$ cat config.mk
export PLATFORM = sky130hd
export DESIGN_NAME = cmp_unit
export DESIGN_NICKNAME = d
export VERILOG_FILES = /design/src/rtl/cmp_unit_pkg.sv /design/src/rtl/cmp_unit_regs.sv /design/src/rtl/cmp_unit_match.sv /design/src/rtl/cmp_unit_out.sv /design/src/rtl/cmp_unit.sv
export SDC_FILE = /design/constraint.sdc
export NUM_CORES = 1
export LEC_CHECK = 0
export BUFFER_PORTS_ARGS = -buffer_cell sky130_fd_sc_hd__clkbuf_2
export CAP_MARGIN = 40
export CORE_MARGIN = 2
export CORE_UTILIZATION = 36
export DETAILED_ROUTE_END_ITERATION = 10
export SLEW_MARGIN = 20
export SYNTH_ARGS = -nofsm -noshare
export SYNTH_HDL_FRONTEND = slang
export SYNTH_HIERARCHICAL = 1
export SYNTH_SLANG_ARGS = --single-unit
$ cat constraint.sdc
create_clock -name clk_i -period 1.8 [get_ports clk_i]
set_input_delay 0.18 -clock clk_i [delete_from_list [all_inputs] [get_ports clk_i]]
set_output_delay 0.18 -clock clk_i [all_outputs]
set_load 0.02 [all_outputs]
$ cat src/rtl/cmp_unit_pkg.sv
package cmp_unit_pkg;
  localparam int unsigned TMR_W  = 16;
  localparam int unsigned MODE_W = 4;
  localparam int unsigned ADDR_W = 2;

  localparam logic [ADDR_W-1:0] ADDR_MODE = 2'd0;
  localparam logic [ADDR_W-1:0] ADDR_CMP  = 2'd1;
  localparam logic [ADDR_W-1:0] ADDR_CLR  = 2'd2;

  typedef enum logic [2:0] {
    MD_OFF,
    MD_SET_HI,
    MD_SET_LO,
    MD_SOFT,
    MD_TRIG
  } mode_e;

  function automatic mode_e decode_mode(input logic [MODE_W-1:0] code);
    case (code)
      4'b1000: decode_mode = MD_SET_HI;
      4'b1001: decode_mode = MD_SET_LO;
      4'b1010: decode_mode = MD_SOFT;
      4'b1011: decode_mode = MD_TRIG;
      default: decode_mode = MD_OFF;
    endcase
  endfunction
endpackage

$ cat src/rtl/cmp_unit_regs.sv
module cmp_unit_regs
  import cmp_unit_pkg::*;
#(
  parameter int unsigned TW = TMR_W
) (
  input  logic              clk_i,
  input  logic              rst_ni,
  input  logic              sleep_i,
  input  logic              wr_en_i,
  input  logic [ADDR_W-1:0] wr_addr_i,
  input  logic [TW-1:0]     wr_data_i,
  output mode_e             mode_o,
  output mode_e             mode_nxt_o,
  output logic              mode_we_o,
  output logic [TW-1:0]     cmp_o,
  output logic              flag_clr_o
);
  logic  wr_ok;
  mode_e mode_q;
  logic [TW-1:0] cmp_q;

  assign wr_ok      = wr_en_i && !sleep_i;
  assign mode_we_o  = wr_ok && (wr_addr_i == ADDR_MODE);
  assign mode_nxt_o = decode_mode(wr_data_i[MODE_W-1:0]);
  assign flag_clr_o = wr_ok && (wr_addr_i == ADDR_CLR) && wr_data_i[0];

  always_ff @(posedge clk_i or negedge rst_ni) begin
    if (!rst_ni) begin
      mode_q <= MD_OFF;
      cmp_q  <= '0;
    end else begin
      if (mode_we_o) mode_q <= mode_nxt_o;
      if (wr_ok && (wr_addr_i == ADDR_CMP)) cmp_q <= wr_data_i;
    end
  end

  assign mode_o = mode_q;
  assign cmp_o  = cmp_q;

  a_r10_no_write_asleep: assert property (@(posedge clk_i) disable iff (!rst_ni)
    sleep_i |=> ($stable(mode_q) && $stable(cmp_q)));
endmodule

$ cat src/rtl/cmp_unit_match.sv
module cmp_unit_match
  import cmp_unit_pkg::*;
#(
  parameter int unsigned TW = TMR_W
) (
  input  logic          clk_i,
  input  logic          rst_ni,
  input  logic          sleep_i,
  input  mode_e         mode_i,
  input  logic [TW-1:0] tmr_i,
  input  logic [TW-1:0] cmp_i,
  output logic          evt_o
);
  logic eq_now, eq_q;

  assign eq_now = (mode_i != MD_OFF) && (tmr_i == cmp_i) && !sleep_i;

  // equality held across sleep so wake does not replay a seen match
  always_ff @(posedge clk_i or negedge rst_ni) begin
    if (!rst_ni)       eq_q <= 1'b0;
    else if (!sleep_i) eq_q <= eq_now;
  end

  assign evt_o = eq_now && !eq_q;

  a_r9_single_evt: assert property (@(posedge clk_i) disable iff (!rst_ni)
    evt_o |=> !evt_o);
endmodule

$ cat src/rtl/cmp_unit_out.sv
module cmp_unit_out
  import cmp_unit_pkg::*;
(
  input  logic  clk_i,
  input  logic  rst_ni,
  input  logic  sleep_i,
  input  mode_e mode_i,
  input  mode_e mode_nxt_i,
  input  logic  mode_we_i,
  input  logic  evt_i,
  input  logic  flag_clr_i,
  input  logic  adc_en_i,
  output logic  cmp_out_o,
  output logic  irq_flag_o,
  output logic  tmr_clr_o,
  output logic  adc_start_o
);
  logic out_q, out_d, flag_q, clr_q, adc_q;

  always_comb begin
    out_d = out_q;
    if (mode_we_i) begin
      case (mode_nxt_i)
        MD_SET_HI: out_d = 1'b0;
        MD_SET_LO: out_d = 1'b1;
        MD_OFF:    out_d = 1'b0;
        default:   out_d = out_q;
      endcase
    end else if (evt_i) begin
      case (mode_i)
        MD_SET_HI: out_d = 1'b1;
        MD_SET_LO: out_d = 1'b0;
        default:   out_d = out_q;
      endcase
    end
  end

  always_ff @(posedge clk_i or negedge rst_ni) begin
    if (!rst_ni) begin
      out_q  <= 1'b0;
      flag_q <= 1'b0;
      clr_q  <= 1'b0;
      adc_q  <= 1'b0;
    end else if (!sleep_i) begin
      out_q <= out_d;
      if (evt_i)           flag_q <= 1'b1;
      else if (flag_clr_i) flag_q <= 1'b0;
      clr_q <= evt_i && (mode_i == MD_TRIG);
      adc_q <= evt_i && (mode_i == MD_TRIG) && adc_en_i;
    end else begin
      clr_q <= 1'b0;
      adc_q <= 1'b0;
    end
  end

  assign cmp_out_o   = out_q;
  assign irq_flag_o  = flag_q;
  assign tmr_clr_o   = clr_q;
  assign adc_start_o = adc_q;

  a_r5_clr_one_cycle: assert property (@(posedge clk_i) disable iff (!rst_ni)
    clr_q |=> !clr_q);
  a_r6_adc_with_clr: assert property (@(posedge clk_i) disable iff (!rst_ni)
    adc_q |-> clr_q);
  a_r8_flag_on_trig: assert property (@(posedge clk_i) disable iff (!rst_ni)
    clr_q |-> flag_q);
  a_r7_off_low: assert property (@(posedge clk_i) disable iff (!rst_ni)
    (mode_i == MD_OFF) |-> !out_q);
  a_r10_hold_asleep: assert property (@(posedge clk_i) disable iff (!rst_ni)
    sleep_i |=> ($stable(out_q) && $stable(flag_q)));
endmodule

$ cat src/rtl/cmp_unit.sv
module cmp_unit
  import cmp_unit_pkg::*;
#(
  parameter int unsigned TW = TMR_W
) (
  input  logic              clk_i,
  input  logic              rst_ni,
  input  logic              sleep_i,
  input  logic              wr_en_i,
  input  logic [ADDR_W-1:0] wr_addr_i,
  input  logic [TW-1:0]     wr_data_i,
  input  logic [TW-1:0]     tmr_i,
  input  logic              adc_en_i,
  output logic              tmr_clr_o,
  output logic              adc_start_o,
  output logic              irq_flag_o,
  output logic              cmp_out_o
);
  mode_e         mode, mode_nxt;
  logic          mode_we, flag_clr, evt;
  logic [TW-1:0] cmp;

  cmp_unit_regs #(.TW(TW)) u_regs (
    .clk_i, .rst_ni, .sleep_i, .wr_en_i, .wr_addr_i, .wr_data_i,
    .mode_o(mode), .mode_nxt_o(mode_nxt), .mode_we_o(mode_we),
    .cmp_o(cmp), .flag_clr_o(flag_clr)
  );

  cmp_unit_match #(.TW(TW)) u_match (
    .clk_i, .rst_ni, .sleep_i, .mode_i(mode), .tmr_i, .cmp_i(cmp), .evt_o(evt)
  );

  cmp_unit_out u_out (
    .clk_i, .rst_ni, .sleep_i, .mode_i(mode), .mode_nxt_i(mode_nxt),
    .mode_we_i(mode_we), .evt_i(evt), .flag_clr_i(flag_clr), .adc_en_i,
    .cmp_out_o, .irq_flag_o, .tmr_clr_o, .adc_start_o
  );
endmodule

**Word-level counts from Yosys, hierarchy flattened**

Cells that the tools add are included.

- Equality and inequality tests: 13
- Reduce and logical (&&, ||, !) cells: 21
- Multiplexer cells: 9
- Bitwise logic cells: 1

Operators with widths:

| operator | count |
|---|---|
| == test 16 bit | 1 |
| == test 4 bit, second input constant | 4 |
| one-hot mux 3 bit (4 select lines) | 1 |
| logical AND 1 bit | 10 |
| == test 3 x 1 -> 1 bit, second input constant | 2 |
| == test 3 x 2 -> 1 bit, second input constant | 2 |
| two-way mux 1 bit | 6 |
| nonzero test 3 bit | 2 |
| one-hot mux 1 bit (2 select lines) | 2 |
| AND reduction 4 bit | 1 |
| nonzero test 2 bit | 2 |
| == test 3 bit, second input constant | 1 |
| logical NOT 3 bit | 1 |
| != test 3 x 2 -> 1 bit, second input constant | 1 |
| == test 2 x 1 -> 1 bit, second input constant | 1 |
| == test 2 bit, second input constant | 1 |
| logical NOT 1 bit | 2 |
| logical NOT 2 bit | 1 |
| AND reduction 2 bit | 1 |
| OR reduction 2 bit | 1 |
| inverter 1 bit | 1 |

- Output and inout bits: 4
- Input port bits: 39
- Bits in registers: 24

**Longest topological paths before layout**

- Depth in word-level cells: 7
- Depth in mapped cells: 7
- Mapped depth without buffers: 7

**By module**

The synthesis kept the hierarchy.

Modules (own cells, without submodules):

| module | cells each | area each (sq um) | instances | seq. area each (sq um) |
|---|---|---|---|---|
| cmp_unit_regs | 50 | 780.7 | 1 | 475.5 |
| cmp_unit_match | 27 | 232.7 | 1 | 25.0 |
| cmp_unit_out | 18 | 212.7 | 1 | 100.1 |

**Worst setup path after synthesis**

No wires, ideal clock.

- Kind: reg-to-reg
- Start point: register u_regs.cmp_q[2] (netlist: u_regs/cmp_o[2])
- End point: register u_out.out_q (netlist: u_out/cmp_out_o)
- Library setup time: 0.080 ns
- Stages on the path, launching flop included: 8
- Arrival time: 1.771 ns
- Path slack: -0.051 ns
- Data required time: 1.720 ns
- Path through: dfrtp_1 -> xnor2_1 -> nand4_1 -> or4_4 -> nor3_2 -> nor4b_2 -> a211oi_1 -> nor3b_2

- Cells in the longest elaborated chain, start to end: 6

RTL lines:

| element | line | text |
|---|---|---|
| start, declared | cmp_unit_regs.sv:20 | `logic [TW-1:0] cmp_q;` |
| start signal, assigned | cmp_unit_regs.sv:33 | `if (wr_ok && (wr_addr_i == ADDR_CMP)) cmp_q <= wr_data_i;` |
| == test 16 bit | cmp_unit_match.sv:16 | `assign eq_now = (mode_i != MD_OFF) && (tmr_i == cmp_i) && !sleep_i;` |
| logical AND 1 bit (2 in a row) | cmp_unit_match.sv:16 |  |
| logical AND 1 bit | cmp_unit_match.sv:24 | `assign evt_o = eq_now && !eq_q;` |
| via evt | cmp_unit.sv:20 | `logic mode_we, flag_clr, evt;` |
| nonzero test 2 bit (no line) | -- |  |
| AND reduction 4 bit (no line) | -- |  |
| end signal, assigned | cmp_unit_out.sv:45 | `out_q <= out_d;` |
| end, declared | cmp_unit_out.sv:18 | `logic out_q, out_d, flag_q, clr_q, adc_q;` |

The timed path passes the listed nets, and every way through them passes these cells.
A chain may end at the register's enable or synchronous reset.

**Final worst setup path**

- Start point: register u_regs.cmp_q[6] (netlist: u_regs/cmp_o[6])
- End point: register u_out.out_q (netlist: u_out/cmp_out_o)

Same word-level chain as after synthesis.

==> flow_metrics.py <==
metrics = {
    "worst_hold_path": {
        "worst_hold_path.endpoint": "u_out/adc_start_o",
        "whs_path_depth": 2,
        "min_delay_path_class": "in -> reg",
        "timing.hold.worst.start": "adc_en_i",
    },
    "worst_setup_path": {
        "worstPathCellList": "xnor2_1, nand4_1, or4_4, nor3_4, nor4b_4, a211oi_1, nor3b_2",
        "r2r.worst_path.cells": 7,
        "path_delay_family": "simple AND/OR/NAND/NOR gates",
        "timing.critical_path.slowest_cell_delay_ns": 0.55,
        "critPathCaptureType": "flop",
        "r2r_end": "u_out/cmp_out_o",
        "timing_worst_setup_path_type": "reg -> reg",
        "crit_buf_inv": 0,
        "timing.critical_path.arrival_ns": 2.25,
        "critPathSlowestCell": "sky130_fd_sc_hd__or4_4",
        "setup.worst_path.start_class": "flop",
        "critPathMaxFanout": 2,
        "regToRegStartpoint": "u_regs/cmp_o[6]",
        "worst_ep_required_time_ns": 2.05,
        "setup_slack_of_the_most_critical_reg_to_reg_path_ns": -0.20,
    },
    "power_and_ir_drop": {
        "netSwitchingFraction_pct": 24.52,
        "leakage_dissipation_nw": 0.7432,
        "sequentialPowerShare_pct": 50.6,
        "power.combinational.fraction_pct": 20.8,
        "internal-power_w": 0.001028,
        "irDropWorstVdd_mv": 0.4666,
        "pwr-share-clk_pct": 28.6,
        "power-per-cell-area_nw_per_um2": 834.6,
        "net-switching-power_w": 0.0003342,
    },
    "timing": {
        "worst_slack_ns": -0.2039,
        "report.final.hold_viol_count": 0,
        "timing.final.crit_period_ns": 2.004,
        "totalNegativeSetupSlack_ns": -0.4705,
        "worst_slew_pin_slew_ns": 0.5882,
        "slew-limit-headroom_pct": 60.79,
        "report.final.setup_viol": 3,
        "timing.fmax_mhz": 499.0,
        "final.setup_skew_ns": 0.007504,
        "grt_setup_unrepaired": "yes",
        "slew_violations": 0,
        "final.period_utilization_pct": 111.3,
    },
    "detailed_routing": {
        "drt_iter0_markers": 14,
        "vias": 896,
        "wl_per_cell_um": 12.09,
        "wl_um": 2358,
        "route.antenna.remaining_nets": 0,
        "detail_routed_via_count_per_cell": 4.595,
        "drt_pass1_iterations": 4,
        "remaining_drc_errors": 0,
    },
    "layout": {
        "final.fill_count": 333,
        "postLayoutCoreUtil_pct": 49.32,
        "layout_net_count": 189,
        "layout-area-overhead-vs-synth_pct": 33.16,
        "sequential_cell_area_um2": 600.6,
        "drive_above_1_share_pct": 56.38,
        "multi_input_combinational_cell_area_um2": 634.4,
        "insertedDiodeCount": 0,
    },
    "placed_design": {
        "place_congestion": 0.6981,
        "dpl.hpwl_um": 1875,
        "portBuffers": 42,
    },
    "synthesis": {
        "synth_ff_type": "sky130_fd_sc_hd__dfrtp_1",
        "ys_seq_area_share_pct": 48.98,
        "synth.net_count": 134,
        "ys.warnings.count": 6,
        "synthesis.area_per_instance_um2": 12.91,
        "synth_enable_flop_cells": 0,
        "syn-cell-area_um2": 1226,
        "ys_ff_latch": 24,
        "synth_cell_types": 26,
        "netlist_instances": 95,
        "asyncSetResetFlopFracSynth_pct": 100.0,
    },
    "floorplanning": {
        "core_region_area_um2": 3311,
        "initial_core_util_pct": 37.04,
        "die_w_um": 62.36,
        "row_count": 21,
        "fp.dieH_um": 62.36,
        "pin_count": 43,
        "die-area_um2": 3889,
    },
    "clock_tree": {
        "cts-root-to-sink-buffers": 2,
        "clk-insertion-delay-late_ns": 0.32,
        "cts.htree.levels": 1,
        "cts_tree": "done",
        "clock_sinks": 24,
        "numCtsBuffers": 3,
        "cts.root.buffer_cell": "sky130_fd_sc_hd__clkbuf_4",
        "clk_pin_slew_ns": 0.14,
    },
    "global_route": {
        "grt_util_all_layers_pct": 12.72,
        "grt_first_pass_wirelength_um": 3974,
        "maximum_number_of_pins_on_one_net_before_global_route_repair": 25,
        "global_route.overflow_total": 0,
        "via_count_of_the_first_global_routing_pass": 914,
        "antenna_found_initial": 0,
    },
    "flow_run": {
        "max_cap_violations": 0,
    },
    "run_status": {
        "result_of_the_run": "complete, but fails checks",
        "violations": "negative setup slack",
    },
}
flip-flops by register name, summed over array words and instances, names as in the netlist:
name	flops
u_out/cmp_out_o	1
u_regs/cmp_o	16
u_out/irq_flag_o	1
u_out/tmr_clr_o	1
u_match/eq_q	1
u_out/adc_start_o	1
u_regs/mode_o	3
how the worst max path moves through the flow:
| stage | slack [ns] | start | cells past startpoint | end |
|---|---|---|---|---|
| 2_1_floorplan | -0.04 | u_regs/cmp_o[2] | 7 | u_out/cmp_out_o |
| 3_3_place_gp | -0.14 | u_regs/cmp_o[15] | 7 | u_out/cmp_out_o |
| 3_5_place_dp | -0.19 | u_regs/cmp_o[15] | 7 | u_out/cmp_out_o |
| 4_1_cts | -0.18 | u_regs/cmp_o[2] | 7 | u_out/cmp_out_o |
| 5_1_grt | -0.28 | u_regs/cmp_o[13] | 7 | u_out/cmp_out_o |
| 6_report | -0.20 | u_regs/cmp_o[6] | 7 | u_out/cmp_out_o |
logic make-up (layout without fill, tap and decap cells):
| kind of cell | after synthesis | count (layout) | share of synthesized area (%) |
|---|---|---|---|
| buffers and inverters | 3 | 57 | 1.837 |
| and+or+nand+nor | 28 | 28 | 17.24 |
| DFF | 24 | 24 | 48.98 |
| xor gates and xnor gates | 17 | 17 | 12.14 |
| muxes | 19 | 19 | 17.45 |
| AOI/OAI and AO/OA | 4 | 4 | 2.347 |
worst reg2reg max path, stage by stage, from the launching register on:
cell and delay, ns:
sky130_fd_sc_hd__dfrtp_1 0.43, sky130_fd_sc_hd__xnor2_1 0.15, sky130_fd_sc_hd__nand4_1 0.11, sky130_fd_sc_hd__or4_4 0.55, sky130_fd_sc_hd__nor3_4 0.14, sky130_fd_sc_hd__nor4b_4 0.24, sky130_fd_sc_hd__a211oi_1 0.13, sky130_fd_sc_hd__nor3b_2 0.19
placed cells by master, fill, tap and decap left out:
| master | Yosys | routed |
|---|---|---|
| sky130_fd_sc_hd__nor2_1 | 4 | 4 |
| sky130_fd_sc_hd__dfrtp_1 | 24 | 24 |
| sky130_fd_sc_hd__nor3_4 | 0 | 1 |
| sky130_fd_sc_hd__nor3_1 | 3 | 3 |
| sky130_fd_sc_hd__nand2b_4 | 1 | 1 |
| sky130_fd_sc_hd__xnor2_2 | 0 | 1 |
| sky130_fd_sc_hd__bufinv_16 | 0 | 1 |
| sky130_fd_sc_hd__mux2_2 | 19 | 19 |
| sky130_fd_sc_hd__xnor2_1 | 11 | 10 |
| sky130_fd_sc_hd__nor3b_4 | 1 | 1 |
| sky130_fd_sc_hd__nor3b_2 | 1 | 1 |
| sky130_fd_sc_hd__buf_4 | 0 | 8 |
| sky130_fd_sc_hd__nand2_2 | 0 | 1 |
| sky130_fd_sc_hd__xor2_1 | 6 | 6 |
| sky130_fd_sc_hd__clkbuf_4 | 0 | 3 |
| sky130_fd_sc_hd__or4_4 | 1 | 1 |
| sky130_fd_sc_hd__inv_1 | 2 | 2 |
| sky130_fd_sc_hd__nand3b_1 | 1 | 1 |
| sky130_fd_sc_hd__o21ai_0 | 1 | 1 |
| sky130_fd_sc_hd__nand4_1 | 3 | 3 |
| sky130_fd_sc_hd__a211oi_1 | 1 | 1 |
| sky130_fd_sc_hd__nand2_1 | 4 | 3 |
| sky130_fd_sc_hd__nand2b_1 | 2 | 2 |
| sky130_fd_sc_hd__clkbuf_2 | 0 | 42 |
| sky130_fd_sc_hd__o21ai_2 | 1 | 1 |
| sky130_fd_sc_hd__or4b_1 | 1 | 1 |
| sky130_fd_sc_hd__and2_1 | 1 | 1 |
| sky130_fd_sc_hd__nor4b_2 | 2 | 1 |
| sky130_fd_sc_hd__nor4_2 | 0 | 1 |
| sky130_fd_sc_hd__nor4b_1 | 1 | 1 |
| sky130_fd_sc_hd__dlygate4sd3_1 | 0 | 1 |
| sky130_fd_sc_hd__o31ai_1 | 1 | 1 |
| sky130_fd_sc_hd__nor4b_4 | 0 | 1 |
per-stage QoR:
step                instances   power, W  hold WS, ns  area (µm²)  setup WS [ns]
floorplan                  95  0.0008669      -0.1156        1235       -0.04031
global placement          188  0.0009545       0.2115        1533        -0.1356
detailed placement        188  0.0009686       0.2182        1533        -0.1866
CTS                       195   0.001375      0.06484        1629        -0.1803
global route              195   0.001444      0.05647        1633        -0.2841
finish                    195   0.001363      0.07495        1633        -0.2039
layout make-up:
cell class                      instances  area share [%]
Multi-Input combinational cell         68           38.85
Clock inverter                          1           1.839
Timing Repair Buffer                   51           17.16
Sequential cell                        24           36.78
Clock buffer                            3           1.379
Inverter                                2          0.4598
Tap cell                               46           3.525
metal layers:
layer	routed length, µm	vias to the layer above	GRT usage (%)
li1	-	442	-
met1	1063	423	16.30
met2	1140	29	21.33
met3	138	2	3.986
met4	15	0	2.500
met5	0	-	0
synth_stat cells, types with 2 or more instances:
| library cell | n | area share (%) |
|---|---|---|
| sky130_fd_sc_hd__nand2_1 | 4 | 1.2 |
| sky130_fd_sc_hd__nand2b_1 | 2 | 1.0 |
| sky130_fd_sc_hd__dfrtp_1 | 24 | 49 |
| sky130_fd_sc_hd__nor2_1 | 4 | 1.2 |
| sky130_fd_sc_hd__nand4_1 | 3 | 1.5 |
| sky130_fd_sc_hd__mux2_2 | 19 | 17 |
| sky130_fd_sc_hd__nor4b_2 | 2 | 2.4 |
| sky130_fd_sc_hd__inv_1 | 2 | 0.61 |
| sky130_fd_sc_hd__nor3_1 | 3 | 1.2 |
| sky130_fd_sc_hd__xnor2_1 | 11 | 7.9 |
| sky130_fd_sc_hd__xor2_1 | 6 | 4.3 |
power groups by stage:
stage | logic [W] | registers, W | clock network, W
after floorplan | 0.000182 | 0.000684 | 0
after global placement | 0.000261 | 0.000693 | 0
after detailed placement | 0.000269 | 0.000700 | 0
after CTS | 0.000284 | 0.000689 | 0.000402
after global routing | 0.000312 | 0.000704 | 0.000428
final | 0.000283 | 0.000690 | 0.000390
timing repair:
action | in CTS | in global routing
gates cloned | 0 | 0
buffers inserted | 2 | 2
hold endpoints to repair | 24 | 0
setup endpoints to repair | 3 | 4
pin swaps | 9 | 2
hold buffers | 1 | 0
resized for setup | 4 | 1
Note: power is estimated with default switching activity, not from simulation.
